$ cat config.mk
export PLATFORM = sky130hd
export DESIGN_NAME = tapsplit_seq
export DESIGN_NICKNAME = d
export VERILOG_FILES = /design/src/rtl/tapseq_pkg.sv /design/src/rtl/tapseq_cfg_latch.sv /design/src/rtl/tapseq_expo_engine.sv /design/src/rtl/tapseq_post_unit.sv /design/src/rtl/tapsplit_seq.sv
export SDC_FILE = /design/constraint.sdc
export NUM_CORES = 1
export LEC_CHECK = 0
export ABC_AREA = 1
export BUFFER_PORTS_ARGS = -buffer_cell sky130_fd_sc_hd__clkbuf_2
export CAP_MARGIN = 30
export CORE_ASPECT_RATIO = 0.7
export CORE_MARGIN = 10
export CORE_UTILIZATION = 44
export CTS_CLUSTER_DIAMETER = 50
export CTS_CLUSTER_SIZE = 30
export DETAILED_ROUTE_END_ITERATION = 10
export PLACE_DENSITY = 0.73
export SYNTH_ARGS = -nofsm -noshare
export SYNTH_HDL_FRONTEND = slang
export SYNTH_SLANG_ARGS = --single-unit
$ cat constraint.sdc
create_clock -name clk -period 2.2 [get_ports clk]
set_clock_uncertainty 0.1 [all_clocks]
set_input_delay 0.22 -clock clk [delete_from_list [all_inputs] [get_ports clk]]
set_output_delay 0.22 -clock clk [all_outputs]
set_load 0.005 [all_outputs]
$ cat src/rtl/tapseq_pkg.sv
package tapseq_pkg;
  localparam int NSLOT = 4;

  typedef logic [1:0] tap_idx_t;

  typedef struct packed {
    logic     wrap;
    tap_idx_t idx;
  } slot_step_t;

  typedef enum logic [2:0] {
    PH_IDLE,
    PH_SETUP,
    PH_EXPO,
    PH_INJ,
    PH_POST
  } phase_t;

  function automatic logic [NSLOT-1:0] tap_onehot(input tap_idx_t t);
    return NSLOT'(1) << t;
  endfunction

  // next enabled slot after cur, searching forward with wrap-around
  function automatic slot_step_t next_slot(input logic [NSLOT-1:0] mask,
                                           input tap_idx_t cur);
    slot_step_t r;
    logic [2:0] s;
    r.wrap = 1'b1;
    r.idx  = cur;
    for (int d = NSLOT; d >= 1; d--) begin
      s = {1'b0, cur} + 3'(d);
      if (mask[s[1:0]]) begin
        r.idx  = s[1:0];
        r.wrap = s[2];
      end
    end
    return r;
  endfunction

  function automatic int def_width(input int rank);
    case (rank)
      0: return 1000;
      1: return 100;
      2: return 10;
      default: return 1;
    endcase
  endfunction

  function automatic tap_idx_t def_tap(input int rank);
    case (rank)
      0: return 2'd0;
      1: return 2'd1;
      2: return 2'd3;
      default: return 2'd2;
    endcase
  endfunction
endpackage

$ cat src/rtl/tapseq_cfg_latch.sv
module tapseq_cfg_latch
  import tapseq_pkg::*;
#(
  parameter int W_ON   = 16,
  parameter int W_REP  = 10,
  parameter int MIN_ON = 2
) (
  input  logic                         clk,
  input  logic                         rst,
  input  logic                         load,
  input  logic                         use_default,
  input  logic                         test_inject,
  input  logic [NSLOT*W_ON-1:0]        on_time,
  input  logic [2*NSLOT-1:0]           tap_map,
  input  logic [W_REP-1:0]             repeat_n,
  input  logic [W_ON-1:0]              inject_len,
  output logic [NSLOT-1:0][W_ON-1:0]   eff,
  output tap_idx_t [NSLOT-1:0]         map,
  output logic [NSLOT-1:0]             mask,
  output logic [W_REP-1:0]             n_last,
  output logic                         inj,
  output logic [W_ON-1:0]              inj_len
);
  localparam logic [W_ON-1:0] MIN_W = W_ON'(MIN_ON);

  logic [NSLOT-1:0][W_ON-1:0] eff_d;
  tap_idx_t [NSLOT-1:0]       map_d;

  for (genvar r = 0; r < NSLOT; r++) begin : g_slot
    logic [W_ON-1:0] raw;
    always_comb begin
      raw      = use_default ? W_ON'(def_width(r)) : on_time[r*W_ON +: W_ON];
      map_d[r] = use_default ? def_tap(r) : tap_map[2*r +: 2];
      if (raw == '0)        eff_d[r] = '0;
      else if (raw < MIN_W) eff_d[r] = MIN_W;
      else                  eff_d[r] = raw;
    end

    always_ff @(posedge clk) begin
      if (rst) begin
        eff[r]  <= '0;
        map[r]  <= '0;
        mask[r] <= 1'b0;
      end else if (load) begin
        eff[r]  <= eff_d[r];
        map[r]  <= map_d[r];
        mask[r] <= (eff_d[r] != '0);
      end
    end


    clamp_floor_chk: assert property (@(posedge clk) disable iff (rst)
      mask[r] |-> (eff[r] >= MIN_W));
  end

  always_ff @(posedge clk) begin
    if (rst) begin
      n_last  <= '0;
      inj     <= 1'b0;
      inj_len <= '0;
    end else if (load) begin
      n_last  <= (repeat_n == '0) ? '0 : repeat_n - W_REP'(1);
      inj     <= test_inject;
      inj_len <= (inject_len == '0) ? W_ON'(1) : inject_len;
    end
  end
endmodule

$ cat src/rtl/tapseq_expo_engine.sv
module tapseq_expo_engine
  import tapseq_pkg::*;
#(
  parameter int W_ON   = 16,
  parameter int W_REP  = 10,
  parameter int MIN_ON = 2
) (
  input  logic                       clk,
  input  logic                       rst,
  input  logic                       go,
  input  logic [NSLOT-1:0][W_ON-1:0] eff,
  input  tap_idx_t [NSLOT-1:0]       map,
  input  logic [NSLOT-1:0]           mask,
  input  logic [W_REP-1:0]           n_last,
  output logic [NSLOT-1:0]           tg,
  output logic                       active,
  output logic                       last
);
  tap_idx_t        slot;
  logic [W_ON-1:0] cnt;
  logic [W_REP-1:0] rep;
  slot_step_t      step, start;

  always_comb begin
    step  = next_slot(mask, slot);
    start = next_slot(mask, tap_idx_t'(NSLOT-1));
    last  = active && (cnt == W_ON'(1)) && step.wrap && (rep == n_last);
  end

  always_ff @(posedge clk) begin
    if (rst) begin
      slot   <= '0;
      cnt    <= '0;
      rep    <= '0;
      active <= 1'b0;
      tg     <= '0;
    end else if (go) begin
      slot   <= start.idx;
      cnt    <= eff[start.idx];
      rep    <= '0;
      active <= 1'b1;
      tg     <= tap_onehot(map[start.idx]);
    end else if (active) begin
      if (cnt == W_ON'(1)) begin
        if (last) begin
          active <= 1'b0;
          tg     <= '0;
        end else begin
          slot <= step.idx;
          cnt  <= eff[step.idx];
          tg   <= tap_onehot(map[step.idx]);
          if (step.wrap) rep <= rep + W_REP'(1);
        end
      end else begin
        cnt <= cnt - W_ON'(1);
      end
    end
  end


  engine_onehot_chk: assert property (@(posedge clk) disable iff (rst)
    active |-> $onehot(tg));

  window_min_chk: assert property (@(posedge clk) disable iff (rst)
    (active && cnt == W_ON'(1) && !last) |=> (cnt >= W_ON'(MIN_ON)));

  rep_bound_chk: assert property (@(posedge clk) disable iff (rst)
    active |-> (rep <= n_last));
endmodule

$ cat src/rtl/tapseq_post_unit.sv
module tapseq_post_unit #(
  parameter int RD_CYC  = 2,
  parameter int RST_CYC = 3
) (
  input  logic       clk,
  input  logic       rst,
  input  logic       go,
  output logic       sig_stb,
  output logic       rst_stb,
  output logic [1:0] tap,
  output logic       fdrst,
  output logic       done,
  output logic       fin
);
  localparam int W_RD = (RD_CYC > 1) ? $clog2(RD_CYC) : 1;
  localparam int W_RS = $clog2(RST_CYC + 1);
  localparam logic [W_RD-1:0] RD_END = W_RD'(RD_CYC - 1);

  logic            rd_act, rs_act, rd_last;
  logic [2:0]      k;
  logic [W_RD-1:0] c;
  logic [W_RS-1:0] rs_cnt;

  assign rd_last = rd_act && (k == 3'd7) && (c == RD_END);
  assign fin     = rs_act && (rs_cnt == W_RS'(1));
  assign tap     = k[2:1];

  always_ff @(posedge clk) begin
    if (rst) begin
      rd_act  <= 1'b0;
      k       <= '0;
      c       <= '0;
      sig_stb <= 1'b0;
      rst_stb <= 1'b0;
    end else if (go) begin
      rd_act  <= 1'b1;
      k       <= '0;
      c       <= '0;
      sig_stb <= 1'b1;
      rst_stb <= 1'b0;
    end else if (rd_act) begin
      if (c == RD_END) begin
        c <= '0;
        if (k == 3'd7) begin
          rd_act  <= 1'b0;
          sig_stb <= 1'b0;
          rst_stb <= 1'b0;
        end else begin
          k       <= k + 3'd1;
          sig_stb <= k[0];
          rst_stb <= ~k[0];
        end
      end else begin
        c       <= c + W_RD'(1);
        sig_stb <= 1'b0;
        rst_stb <= 1'b0;
      end
    end
  end

  always_ff @(posedge clk) begin
    if (rst) begin
      rs_act <= 1'b0;
      rs_cnt <= '0;
      fdrst  <= 1'b0;
      done   <= 1'b0;
    end else begin
      done <= fin;
      if (rd_last) begin
        rs_act <= 1'b1;
        rs_cnt <= W_RS'(RST_CYC);
        fdrst  <= 1'b1;
      end else if (rs_act) begin
        if (rs_cnt == W_RS'(1)) begin
          rs_act <= 1'b0;
          fdrst  <= 1'b0;
        end else begin
          rs_cnt <= rs_cnt - W_RS'(1);
        end
      end
    end
  end


  strobe_excl_chk: assert property (@(posedge clk) disable iff (rst)
    !(sig_stb && rst_stb));

  done_pulse_chk: assert property (@(posedge clk) disable iff (rst)
    done |=> !done);

  fdrst_quiet_chk: assert property (@(posedge clk) disable iff (rst)
    fdrst |-> !(sig_stb || rst_stb));
endmodule

$ cat src/rtl/tapsplit_seq.sv
module tapsplit_seq
  import tapseq_pkg::*;
#(
  parameter int W_ON    = 16,
  parameter int W_REP   = 10,
  parameter int MIN_ON  = 2,
  parameter int RD_CYC  = 2,
  parameter int RST_CYC = 3
) (
  input  logic                  clk,
  input  logic                  rst,
  input  logic                  frame_start,
  input  logic                  test_inject,
  input  logic                  use_default,
  input  logic [4*W_ON-1:0]     on_time,
  input  logic [7:0]            tap_map,
  input  logic [W_REP-1:0]      repeat_n,
  input  logic [W_ON-1:0]       inject_len,
  output logic [3:0]            tg_en,
  output logic                  drain_en,
  output logic                  fdrst_en,
  output logic                  rd_sig_stb,
  output logic                  rd_rst_stb,
  output logic [1:0]            rd_tap,
  output logic                  frame_done
);
  phase_t phase;

  logic [NSLOT-1:0][W_ON-1:0] eff;
  tap_idx_t [NSLOT-1:0]       map;
  logic [NSLOT-1:0]           mask;
  logic [W_REP-1:0]           n_last;
  logic                       inj;
  logic [W_ON-1:0]            inj_len, inj_cnt;
  logic [NSLOT-1:0]           eng_tg, inj_tg;
  logic                       eng_act, eng_last, inj_last, post_fin;
  logic                       accept, eng_go, post_go;

  assign accept   = (phase == PH_IDLE) && frame_start;
  assign eng_go   = (phase == PH_SETUP) && !inj && (mask != '0);
  assign inj_last = (phase == PH_INJ) && (inj_cnt == W_ON'(1));
  assign post_go  = ((phase == PH_SETUP) && !inj && (mask == '0))
                  || eng_last || inj_last;

  tapseq_cfg_latch #(.W_ON(W_ON), .W_REP(W_REP), .MIN_ON(MIN_ON)) u_cfg (
    .clk(clk), .rst(rst), .load(accept),
    .use_default(use_default), .test_inject(test_inject),
    .on_time(on_time), .tap_map(tap_map), .repeat_n(repeat_n),
    .inject_len(inject_len),
    .eff(eff), .map(map), .mask(mask), .n_last(n_last),
    .inj(inj), .inj_len(inj_len)
  );

  tapseq_expo_engine #(.W_ON(W_ON), .W_REP(W_REP), .MIN_ON(MIN_ON)) u_eng (
    .clk(clk), .rst(rst), .go(eng_go),
    .eff(eff), .map(map), .mask(mask), .n_last(n_last),
    .tg(eng_tg), .active(eng_act), .last(eng_last)
  );

  tapseq_post_unit #(.RD_CYC(RD_CYC), .RST_CYC(RST_CYC)) u_post (
    .clk(clk), .rst(rst), .go(post_go),
    .sig_stb(rd_sig_stb), .rst_stb(rd_rst_stb), .tap(rd_tap),
    .fdrst(fdrst_en), .done(frame_done), .fin(post_fin)
  );

  always_ff @(posedge clk) begin
    if (rst) begin
      phase    <= PH_IDLE;
      drain_en <= 1'b1;
      inj_tg   <= '0;
      inj_cnt  <= '0;
    end else begin
      case (phase)
        PH_IDLE:  if (frame_start) phase <= PH_SETUP;
        PH_SETUP: begin
          if (inj) begin
            phase   <= PH_INJ;
            inj_tg  <= '1;
            inj_cnt <= inj_len;
          end else if (mask == '0) begin
            phase <= PH_POST;
          end else begin
            phase    <= PH_EXPO;
            drain_en <= 1'b0;
          end
        end
        PH_EXPO: if (eng_last) begin
          phase    <= PH_POST;
          drain_en <= 1'b1;
        end
        PH_INJ: begin
          if (inj_last) begin
            phase  <= PH_POST;
            inj_tg <= '0;
          end else begin
            inj_cnt <= inj_cnt - W_ON'(1);
          end
        end
        PH_POST: if (post_fin) phase <= PH_IDLE;
        default: phase <= PH_IDLE;
      endcase
    end
  end

  assign tg_en = eng_tg | inj_tg;


  drain_expo_chk: assert property (@(posedge clk) disable iff (rst)
    ((tg_en != 4'h0) && (tg_en != 4'hF)) |-> !drain_en);

  tg_single_chk: assert property (@(posedge clk) disable iff (rst)
    (tg_en != 4'hF) |-> $onehot0(tg_en));

  inject_drain_chk: assert property (@(posedge clk) disable iff (rst)
    (tg_en == 4'hF) |-> drain_en);

  read_quiet_chk: assert property (@(posedge clk) disable iff (rst)
    (rd_sig_stb || rd_rst_stb) |-> (drain_en && tg_en == 4'h0));

  expo_src_chk: assert property (@(posedge clk) disable iff (rst)
    eng_act |-> (inj_tg == '0));
endmodule

# Word level (Yosys, flattened, before mapping)
# Index checks and enable logic that the tools add are counted.
[op_classes] n_addsub=11 order_cmp=10 eq_ne=20 shifts=2 mux=94 bitwise_logic=4 n_reduce_logical=47
[op_table] op="$mux W16" n=21
[op_table] op="$logic_not A16 Y1" n=5
[op_table] op="$bmux W16 S2" n=2
[op_table] op="$lt A16 B2 Y1 const B" n=4
[op_table] op="$reduce_bool A16 Y1" n=4
[op_table] op="$eq A16 B1 Y1 const B" n=2
[op_table] op="$pmux W16 S2" n=1
[op_table] op="$sub A16 B1 Y16 const B" n=2
[op_table] op="$mux W2" n=15
[op_table] op="$mux W3" n=10
[op_table] op="$mux W1" n=29
[op_table] op="$mux W4" n=6
[op_table] op="$lt A2 B3 Y1 const B" n=6
[op_table] op="$pmux W3 S5" n=1
[op_table] op="$ne A2 B2 Y1 const B" n=7
[op_table] op="$reduce_bool A2 Y1" n=7
[op_table] op="$reduce_and A3 Y1" n=4
[op_table] op="$reduce_and A4 Y1" n=3
[op_table] op="$logic_and A1 B1 Y1" n=11
[op_table] op="$add A10 B1 Y10 const B" n=1
[op_table] op="$eq A10 B10 Y1" n=1
[op_table] op="$logic_not A10 Y1" n=1
[op_table] op="$mux W10" n=1
[op_table] op="$sub A10 B1 Y10 const B" n=1
[op_table] op="26 further kinds" n=43
[totals] regBits=172 input_bits=103 out_inout_bits=11 wordCells=221

# Depth between registers and ports, before layout
# Gate-level depths: netlist of the first run.
[logic_depth] depth_word=14 depth_mapped=19 depth_no_buf=17

# Cells and area by module
# From an unflattened synthesis of the first run, not the netlist that was laid out.
[hier_totals] hier_cells=1552 hier_area_um2=9987.1
[modules_own_cells] module="tapseq_cfg_latch" instances=1 cells_per_inst=571 area_each_um2=4266.6 seq_area_each_um2=2062.0
[modules_own_cells] module="tapseq_expo_engine" instances=1 cells_per_inst=664 area_each_um2=3671.0 seq_area_each_um2=660.6
[modules_own_cells] module="tapsplit_seq" instances=1 cells_per_inst=246 area_each_um2=1515.2 seq_area_each_um2=420.4
[modules_own_cells] module="tapseq_post_unit" instances=1 cells_per_inst=71 area_each_um2=534.3 seq_area_each_um2=240.2

# Worst setup path after synthesis of the first run
# OpenSTA, ideal clock, no wires.
[synth_path] path_type="register to register" from="register u_eng.slot[0]" to="register u_eng.cnt[7]" setup_time_ps=120 arrival_time_ps=1922 required_ps=1980 setup_slack_ps=59 stages_incl_launch_ff=17 path_buffers=3 period_less_slack_ps=2141 path_cell_list="dfxtp_1 -> buf_4 -> inv_2 -> ha_1 -> inv_1 -> nand2_1 -> nand2_1 -> inv_2 -> nand2_2 -> nand2_4 -> nand2_4 -> buf_6 -> buf_6 -> o211ai_1 -> nand3_1 -> nand2_1 -> a21oi_1"
[synth_via] elab_chain_len=13 elab_cells_between_ends=26 classes_between="add/sub (4); eq/ne (1); mux (18); reduce/logical (3)"
[synth_lines] element="start, declared" line_no="tapseq_expo_engine.sv:19" text="tap_idx_t slot;"
[synth_lines] element="start signal, assigned" line_no="tapseq_expo_engine.sv:38" text="slot <= start.idx;"
[synth_lines] element="start signal, assigned" line_no="tapseq_expo_engine.sv:49" text="slot <= step.idx;"
[synth_lines] element="$add A2 B3 Y3" line_no="tapseq_pkg.sv:31" text="s = {1'b0, cur} + 3'(d);"
[synth_lines] element="$bmux W1 S2" line_no="tapseq_pkg.sv:32" text="if (mask[s[1:0]]) begin"
[synth_lines] element="$mux W1 (not written as such)" line_no="tapseq_pkg.sv:32"
[synth_lines] element="$mux W3 (3 in a row)" line_no="tapseq_pkg.sv:32"
[synth_lines] element="$mux W3 *" line_no="tapseq_pkg.sv:32"
[synth_lines] element="$bmux W16 S2" line_no="tapseq_expo_engine.sv:50" text="cnt <= eff[step.idx];"
[synth_lines] element="$mux W16 (not written as such)" line_no="tapseq_expo_engine.sv:50"
[synth_lines] element="$mux W16" line_no="tapseq_expo_engine.sv:45" text="if (last) begin"
[synth_lines] element="$mux W16" line_no="tapseq_expo_engine.sv:44" text="if (cnt == W_ON'(1)) begin"
[synth_lines] element="$mux W16" line_no="tapseq_expo_engine.sv:43" text="end else if (active) begin"
[synth_lines] element="$mux W16" line_no="tapseq_expo_engine.sv:37" text="end else if (go) begin"
[synth_lines] element="end signal, assigned" line_no="tapseq_expo_engine.sv:39" text="cnt <= eff[start.idx];"
[synth_lines] element="end signal, assigned" line_no="tapseq_expo_engine.sv:50"
[synth_lines] element="end signal, assigned" line_no="tapseq_expo_engine.sv:55" text="cnt <= cnt - W_ON'(1);"
[synth_lines] element="end, declared" line_no="tapseq_expo_engine.sv:20" text="logic [W_ON-1:0] cnt;"
# Every way passes the cells marked *; elsewhere a longest branch is shown, timed or not. The select of a mux whose other input is x is not followed.
# A chain may end at the register's enable or synchronous reset.

# Worst setup path in the final report of the first run
[layout_path] from="register u_eng.slot[0]" to="register u_eng.cnt[2]"
# Same word-level chain as after synthesis.

==> impl_metrics.env, run 1 <==
export IMPL_outcome="finished clean"
export IMPL_crit_end="u_eng.cnt[2]$_SDFFE_PP0P_"
export IMPL_power_density_nw_per_um2=1600
export IMPL_rows=45
export IMPL_p_leak_nw=5.394
export IMPL_die_x_um=196.8
export IMPL_seq_area_frac_synth_pct=35.14
export IMPL_drc=0
export IMPL_mappedNetlistArea_um2=9627
export IMPL_rsz0062_at_grt="true"
export IMPL_viasPerCell=5.571
export IMPL_fin_area_um2=12300
export IMPL_dp_cells=1843
export IMPL_r2r_start="u_eng.slot[0]$_SDFFE_PP0P_"
export IMPL_utilization_pct=56.88
export IMPL_firstDrtPassIters=6
export IMPL_timing_fmax_ghz=0.4550
export IMPL_synth_avg_cell_area_um2=6.567
export IMPL_critPathKind="reg2reg"
export IMPL_pin_count=114
export IMPL_cpMostUsedCell="nand2_2"
export IMPL_syn_nets=1580
export IMPL_cp_num_cells=15
export IMPL_nFillCells=2031
export IMPL_layout_cells_non_filler=1939
export IMPL_coreArea_um2=21620
export IMPL_ys_seq_elements=169
export IMPL_crit_fanout=5
export IMPL_cts_tree="yes"
export IMPL_grtUsageTotal_pct=22.59
export IMPL_die_area_um2=28290
export IMPL_place_area_um2=10750
export IMPL_netlist_area_leader_share_pct=35.14
export IMPL_portBuffers=113
export IMPL_r2r_setup_slack_ns=0.002
export IMPL_fin_ws_ns=0.001990
export IMPL_rr_endpoint="u_eng.cnt[2]$_SDFFE_PP0P_"
export IMPL_syn_inst=1466
export IMPL_antenna_cells=0
export IMPL_grt_pass1_wl_mm=51.99
export IMPL_slowest_stage="dfxtp_2"
export IMPL_final_seq_area_um2=3387
export IMPL_critPathBufInv=4
export IMPL_hp_class="in2reg"
export IMPL_tightest_slew_ns=0.6949
export IMPL_cts_buffers_inserted=17
export IMPL_syn_to_final_growth_pct=27.74
export IMPL_fin_crit_sh_pct=99.91
export IMPL_fin_nets=1758
export IMPL_dp_hpwl_mm=23.79
export IMPL_slowest_delay_ns=0.36
export IMPL_cp_cell_sequence="inv_2, ha_4, inv_4, nand2_2, nand2_2, inv_4, nand2_4, nand2_8, nand2_8, buf_12, or2_1, nand2_1, nand3_2, nand2_2, a21oi_1"
export IMPL_end_kind="flop"
export IMPL_grt_pass1_vias=9702
export IMPL_grt_max_degree=85
export IMPL_synth_yosys_warnings=0
export IMPL_post_place_ws_ns=-0.02283
export IMPL_clk_pin_slew_ns=0.07
export IMPL_critPathLaunch="u_eng.slot[0]$_SDFFE_PP0P_"
export IMPL_start_kind="flop"
export IMPL_wl_per_cell_um=17.30
export IMPL_grt_overflow=0
export IMPL_power_mw=19.67
export IMPL_start_util_pct=44.53
export IMPL_drive_gt1_share_pct=17.62
export IMPL_arrival_ns=2.42
export IMPL_synth_area_leaders="dfxtp_1 (35%), nand2_1 (13%), a21oi_1 (9.0%), inv_1 (6.1%), o21ai_0 (6.1%)"
export IMPL_r2r_cells=15
export IMPL_drt_iter0_drc=1136
export IMPL_ctsLongestPathBuffers=2
export IMPL_required_ns=2.42
export IMPL_hold_violations=0
export IMPL_multiInputGateArea_um2=5449
export IMPL_worstSkewPairLatency_ns=0.44
export IMPL_cts_root_buffer="clkbuf_16"
export IMPL_cts_sinks=169
export IMPL_gp_congestion=0.9626
export IMPL_timing_critical_path_max_delay_family="simple AND/OR/NAND/NOR gates"
export IMPL_antenna_found_initial=0
export IMPL_die_h_um=143.8
export IMPL_ant_nets=0
export IMPL_yosysTopAreaCell="dfxtp_1"
export IMPL_cap_violations=0
export IMPL_period_needed_ns=2.198
export IMPL_drv_slew=0
export IMPL_yosysUniqueCellTypes=49
export IMPL_htreeDepth=4
export IMPL_setup_violations=0
export IMPL_vias=10800
export IMPL_cts_setup_buffers=0
export IMPL_ir_drop_mv=0.7953
export IMPL_max_slew_margin_pct=53.68
export IMPL_drt_total_wl_mm=33.55
## worst min-delay path: cells and delay by family
kind	cells	cell delay, ns
AO/OA/AOI/OAI	1	0.06
buffers and inverters	2	0.13
AND/OR/NAND/NOR	1	0.08
## power by group
| group | internal [mW] | switching (mW) |
|---|---|---|
| registers | 3.93 | 0.701 |
| clock network | 1.52 | 1.44 |
| logic | 4.54 | 7.55 |
| total | 9.99 | 9.69 |
## what timing repair did
| action | CTS | global route |
|---|---|---|
| resized for setup | 3 | 70 |
| hold buffers | 56 | 0 |
| endpoints found under the setup margin | 7 | 60 |
| pin swaps | 0 | 17 |
| endpoints found under the hold margin | 61 | 0 |
| gates cloned | 0 | 8 |
## metal layers
layer	wire length (um)	part of all wire (%)	global-route usage [%]
met4	527	1.6	4.518
met5	0	0	0
met2	13750	41	32.56
met3	3700	11	5.676
met1	15570	46	32.93
## cells in the final DEF, fill, tap and decap left out, types with 10 or more instances in the layout
cell,instances
buf_4,48
dfxtp_1,166
nand2_2,12
nand3_1,92
inv_1,154
a21oi_1,167
a31oi_1,10
nand2_1,327
ha_1,10
nor2_1,93
nand4_1,17
dlygate4sd3_1,56
clkbuf_2,112
nor3_1,27
o21ai_0,112
xor2_1,22
clkbuf_16,21
a211oi_1,43
## sequential cells by signal, summed over array words and instances, names as in the netlist
| signal | cells |
|---|---|
| u_post.k | 3 |
| u_eng.slot | 2 |
| u_eng.rep | 10 |
| phase | 3 |
| u_post.rd_act | 1 |
| u_post.sig_stb | 1 |
| u_cfg.eff | 64 |
| drain_en | 1 |
| u_eng.tg | 4 |
| u_post.fdrst | 1 |
| inj_cnt | 16 |
| u_cfg.map | 8 |
| u_cfg.n_last | 10 |
| u_post.rs_cnt | 2 |
| u_cfg.inj_len | 16 |
| u_eng.cnt | 16 |
| u_cfg.mask | 4 |
| u_post.rst_stb | 1 |
| u_post.c | 1 |
| u_cfg.inj | 1 |
| u_post.done | 1 |
| u_post.rs_act | 1 |
| u_eng.active | 1 |
| inj_tg | 1 |
## logic make-up after synthesis
group	count (synthesis)	share of synthesized area [%]
xor+xnor	31	2.820
compound gates	388	22.58
fa+ha+maj	11	1.430
buf+inv	252	10.61
simple gates	615	27.42
flops	169	35.14
## area by class of cell
| cell class | instances | area share [%] |
|---|---|---|
| Inverter | 171 | 5.383 |
| Timing Repair Buffer | 239 | 15.19 |
| Clock inverter | 14 | 1.211 |
| Clock buffer | 18 | 3.490 |
| Multi-Input combinational cell | 1046 | 44.31 |
| Tap cell | 282 | 2.869 |
| Sequential cell | 169 | 27.54 |
## how the worst min path moves through the flow
stage                                        from                       endpoint  slack, ns  cells after the start
floorplan                             on_time[18]     u_cfg.eff[18]$_SDFFE_PP0P_       0.26                      2
detailed placement  u_cfg.inj_len[2]$_SDFFE_PP0P_  u_cfg.inj_len[2]$_SDFFE_PP0P_       0.35                      2
finish                                repeat_n[0]   u_cfg.n_last[0]$_SDFFE_PP0P_      0.009                      4
global route                          on_time[20]     u_cfg.eff[20]$_SDFFE_PP0P_       0.02                      3
global placement    u_cfg.inj_len[2]$_SDFFE_PP0P_  u_cfg.inj_len[2]$_SDFFE_PP0P_       0.35                      2
CTS                                   repeat_n[0]   u_cfg.n_last[0]$_SDFFE_PP0P_      0.002                      4
## synth_stat cells (all sizes together)
master,n
nor2,104
a21boi,2
o221ai,3
nand2,343
a22oi,1
and3,1
xnor2,9
clkinv,4
o41ai,1
a21oi,173
o211a,1
a31o,1
clkbuf,51
o31ai,2
o21ai,123
or2,11
nand3,100
o211ai,8
nor3,30
nand4,18
nand3b,2
ha,11
xor2,22
dfxtp,169
a31oi,11
o21a,1
o2111ai,2
a32oi,1
a221oi,2
nor4,6
a211oi,43
buf,30
inv,167
o22ai,8
o32ai,5
## stage by stage
step | TNS, ns | hold WS [ns]
finish | 0 | 0.008514
global route | -0.6517 | 0.02251
CTS | 0 | 0.001699
detailed placement | -0.02999 | 0.3508
global placement | 0 | 0.3534
floorplan | 0 | 0.2592
Note: power is estimated with default switching activity, not from simulation.
==> run 2: changes to the inputs <==
--- a/config.mk
+++ b/config.mk
@@ -14,6 +14,7 @@
 export CTS_CLUSTER_DIAMETER = 50
 export CTS_CLUSTER_SIZE = 30
 export DETAILED_ROUTE_END_ITERATION = 10
+export HOLD_SLACK_MARGIN = 0.05
 export PLACE_DENSITY = 0.73
 export SYNTH_ARGS = -nofsm -noshare
 export SYNTH_HDL_FRONTEND = slang
==> constraint.sdc (replaced) <==
create_clock -name clk -period 2.2 [get_ports clk]
set_clock_uncertainty 0.1 [all_clocks]
set_input_delay 0.11 -clock clk [delete_from_list [all_inputs] [get_ports clk]]
set_output_delay 0.11 -clock clk [all_outputs]
set_load 0.005 [all_outputs]
==> run 2 against run 1 <==
Compared with the run above: critical endpoint is now u_eng.cnt[7]$_SDFFE_PP0P_; via count is 3.0% higher; hold slack better by 0.10 ns; combinational power hardly changed.
==> impl_metrics.env, run 2 (synthesis results as in run 1) <==
export IMPL_rr_endpoint="u_eng.cnt[7]$_SDFFE_PP0P_"
export IMPL_antenna_found_initial=1
export IMPL_layout_commonest_cell="nand2_1"
export IMPL_max_slew_margin_pct=48.76
export IMPL_fin_area_um2=12830
export IMPL_fin_crit_sh_pct=98.21
export IMPL_largest_reg_flops=64
export IMPL_syn_to_final_growth_pct=33.31
export IMPL_cts_sinks=169
export IMPL_outcome="finished clean"
export IMPL_arrival_ns=2.40
export IMPL_nFillCells=1896
export IMPL_slowest_delay_ns=0.34
export IMPL_die_area_um2=28290
export IMPL_end_kind="flop"
export IMPL_slowest_stage="dfxtp_1"
export IMPL_crit_fanout=5
export IMPL_whs_path_depth=3
export IMPL_start_kind="flop"
export IMPL_rsz0062_at_grt="true"
export IMPL_period_needed_ns=2.161
export IMPL_internal_power_mw=10.17
export IMPL_worstSkewPairLatency_ns=0.44
export IMPL_r2r_cells=11
export IMPL_cts_root_buffer="clkbuf_16"
export IMPL_seqPwrFrac_pct=23.4
export IMPL_firstDrtPassIters=5
export IMPL_drt_total_wl_mm=35.95
export IMPL_drt_iter0_drc=1334
export IMPL_grt_overflow=0
export IMPL_required_ns=2.44
export IMPL_grt_pass1_vias=10060
export IMPL_die_x_um=196.8
export IMPL_r2r_start="u_eng.cnt[1]$_SDFFE_PP0P_"
export IMPL_place_area_um2=10730
export IMPL_hold_violations=0
export IMPL_cts_buffers_inserted=17
export IMPL_p_sw_mw=9.798
export IMPL_gp_congestion=1.023
export IMPL_htreeDepth=4
export IMPL_pin_count=114
export IMPL_utilization_pct=59.36
export IMPL_fin_nets=1803
export IMPL_power_density_nw_per_um2=1556
export IMPL_grt_max_degree=81
export IMPL_coreArea_um2=21620
export IMPL_cp_cell_sequence="inv_1, ha_1, inv_1, nor3_2, nand4_1, nor2_2, nand4_1, nand2_4, clkinvlp_4, o21ai_2, a21oi_1"
export IMPL_min_from="rst"
export IMPL_drc=0
export IMPL_power_mw=19.97
export IMPL_portBuffers=113
export IMPL_grtUsageTotal_pct=24.36
export IMPL_die_h_um=143.8
export IMPL_clk_pin_slew_ns=0.07
export IMPL_critPathKind="reg2reg"
export IMPL_dp_hpwl_mm=23.92
export IMPL_timing_fmax_ghz=0.4628
export IMPL_top_register="u_cfg.eff"
export IMPL_grt_pass1_wl_mm=55.28
export IMPL_ant_nets=0
export IMPL_viasPerCell=5.604
export IMPL_p_sw_share_pct=49.08
export IMPL_most_common_layout_cells="nand2_1 (323), a21oi_1 (166), dfxtp_1 (164)"
export IMPL_drive_gt1_share_pct=18.39
export IMPL_ctsLongestPathBuffers=2
export IMPL_drv_slew=0
export IMPL_r2r_setup_slack_ns=0.04
export IMPL_wl_per_cell_um=18.10
export IMPL_setup_violations=0
export IMPL_hp_class="in2reg"
export IMPL_start_util_pct=44.53
export IMPL_cap_violations=0
export IMPL_hold_end="u_cfg.n_last[9]$_SDFFE_PP0P_"
export IMPL_cts_tree="yes"
export IMPL_power_share_clock_pct=15.3
export IMPL_p_leak_nw=5.633
export IMPL_ir_drop_mv=0.7908
export IMPL_vias=11130
export IMPL_combPwrFrac_pct=61.4
export IMPL_tightest_slew_ns=0.7686
export IMPL_rows=45
## run 2: power by group through the flow
| stage | registers [mW] | clock network, mW | logic [mW] |
|---|---|---|---|
| after global placement | 4.64 | 0 | 9.99 |
| final | 4.67 | 3.05 | 12.3 |
| after detailed placement | 4.65 | 0 | 10.1 |
| after global routing | 4.73 | 3.18 | 13.3 |
| after CTS | 4.59 | 3.06 | 10.4 |
| after floorplan | 4.40 | 0 | 7.27 |
## run 2: final cells by class
type                       instances  area (um^2)  share of cell area [%]
sequential                       169         3392                   26.43
timing repair inverter             1        7.507                 0.05850
antenna                            2        5.005                 0.03900
tap                              282        352.8                   2.749
multi-input combinational       1045         5514                   42.97
clock inverter                    14        153.9                   1.199
inverter                         171        663.1                   5.167
timing repair buffer             284         2306                   17.97
clock buffer                      18        439.2                   3.422
## run 2: worst max-delay path by stage
stage,start,endpoint,cells after the start
2_1_floorplan,u_eng.slot[0]$_SDFFE_PP0P_,u_eng.cnt[7]$_SDFFE_PP0P_,16
3_3_place_gp,u_eng.slot[0]$_SDFFE_PP0P_,u_eng.tg[2]$_SDFFE_PP0P_,16
3_5_place_dp,u_eng.slot[0]$_SDFFE_PP0P_,u_eng.tg[2]$_SDFFE_PP0P_,16
4_1_cts,u_eng.slot[0]$_SDFFE_PP0P_,u_eng.cnt[14]$_SDFFE_PP0P_,14
5_1_grt,u_eng.cnt[1]$_SDFFE_PP0P_,u_eng.cnt[7]$_SDFFE_PP0P_,11
6_report,u_eng.cnt[1]$_SDFFE_PP0P_,u_eng.cnt[7]$_SDFFE_PP0P_,11
## run 2: worst max-delay path: cells and delay by family, from the launching register on
family	cells	cell delay [ns]
AOI/OAI and AO/OA	2	0.24
adders and majority gates	1	0.18
buffers and inverters	3	0.36
DFF	1	0.34
and+or+nand+nor	5	0.84
## run 2: routing by layer
layer	track usage [%]	up-vias	wire length [um]
met5	0	-	0
met4	5.325	0	549
met3	5.910	51	3942
met2	35.98	619	15190
met1	34.81	5113	16270
li1	-	5347	-
## run 2: per-stage QoR
stage               hold slack [ns]  setup slack [ns]  std cells  TNS (ns)
finish                       0.1117           0.03930       1986         0
global route                 0.1479          -0.08555       1985   -0.5854
CTS                         0.09536          0.001392       1973         0
detailed placement           0.2628          -0.04497       1840   -0.1122
global placement             0.2598           0.04518       1840         0
floorplan                    0.1492           0.05865       1466         0
## run 2: what timing repair did
item	in CTS	in global routing
cloned	0	6
hold buffers	101	0
gates resized for setup	3	96
buffers inserted	0	5
pin swaps	0	20
endpoints found under the hold margin	101	0
setup endpoints to repair	4	64
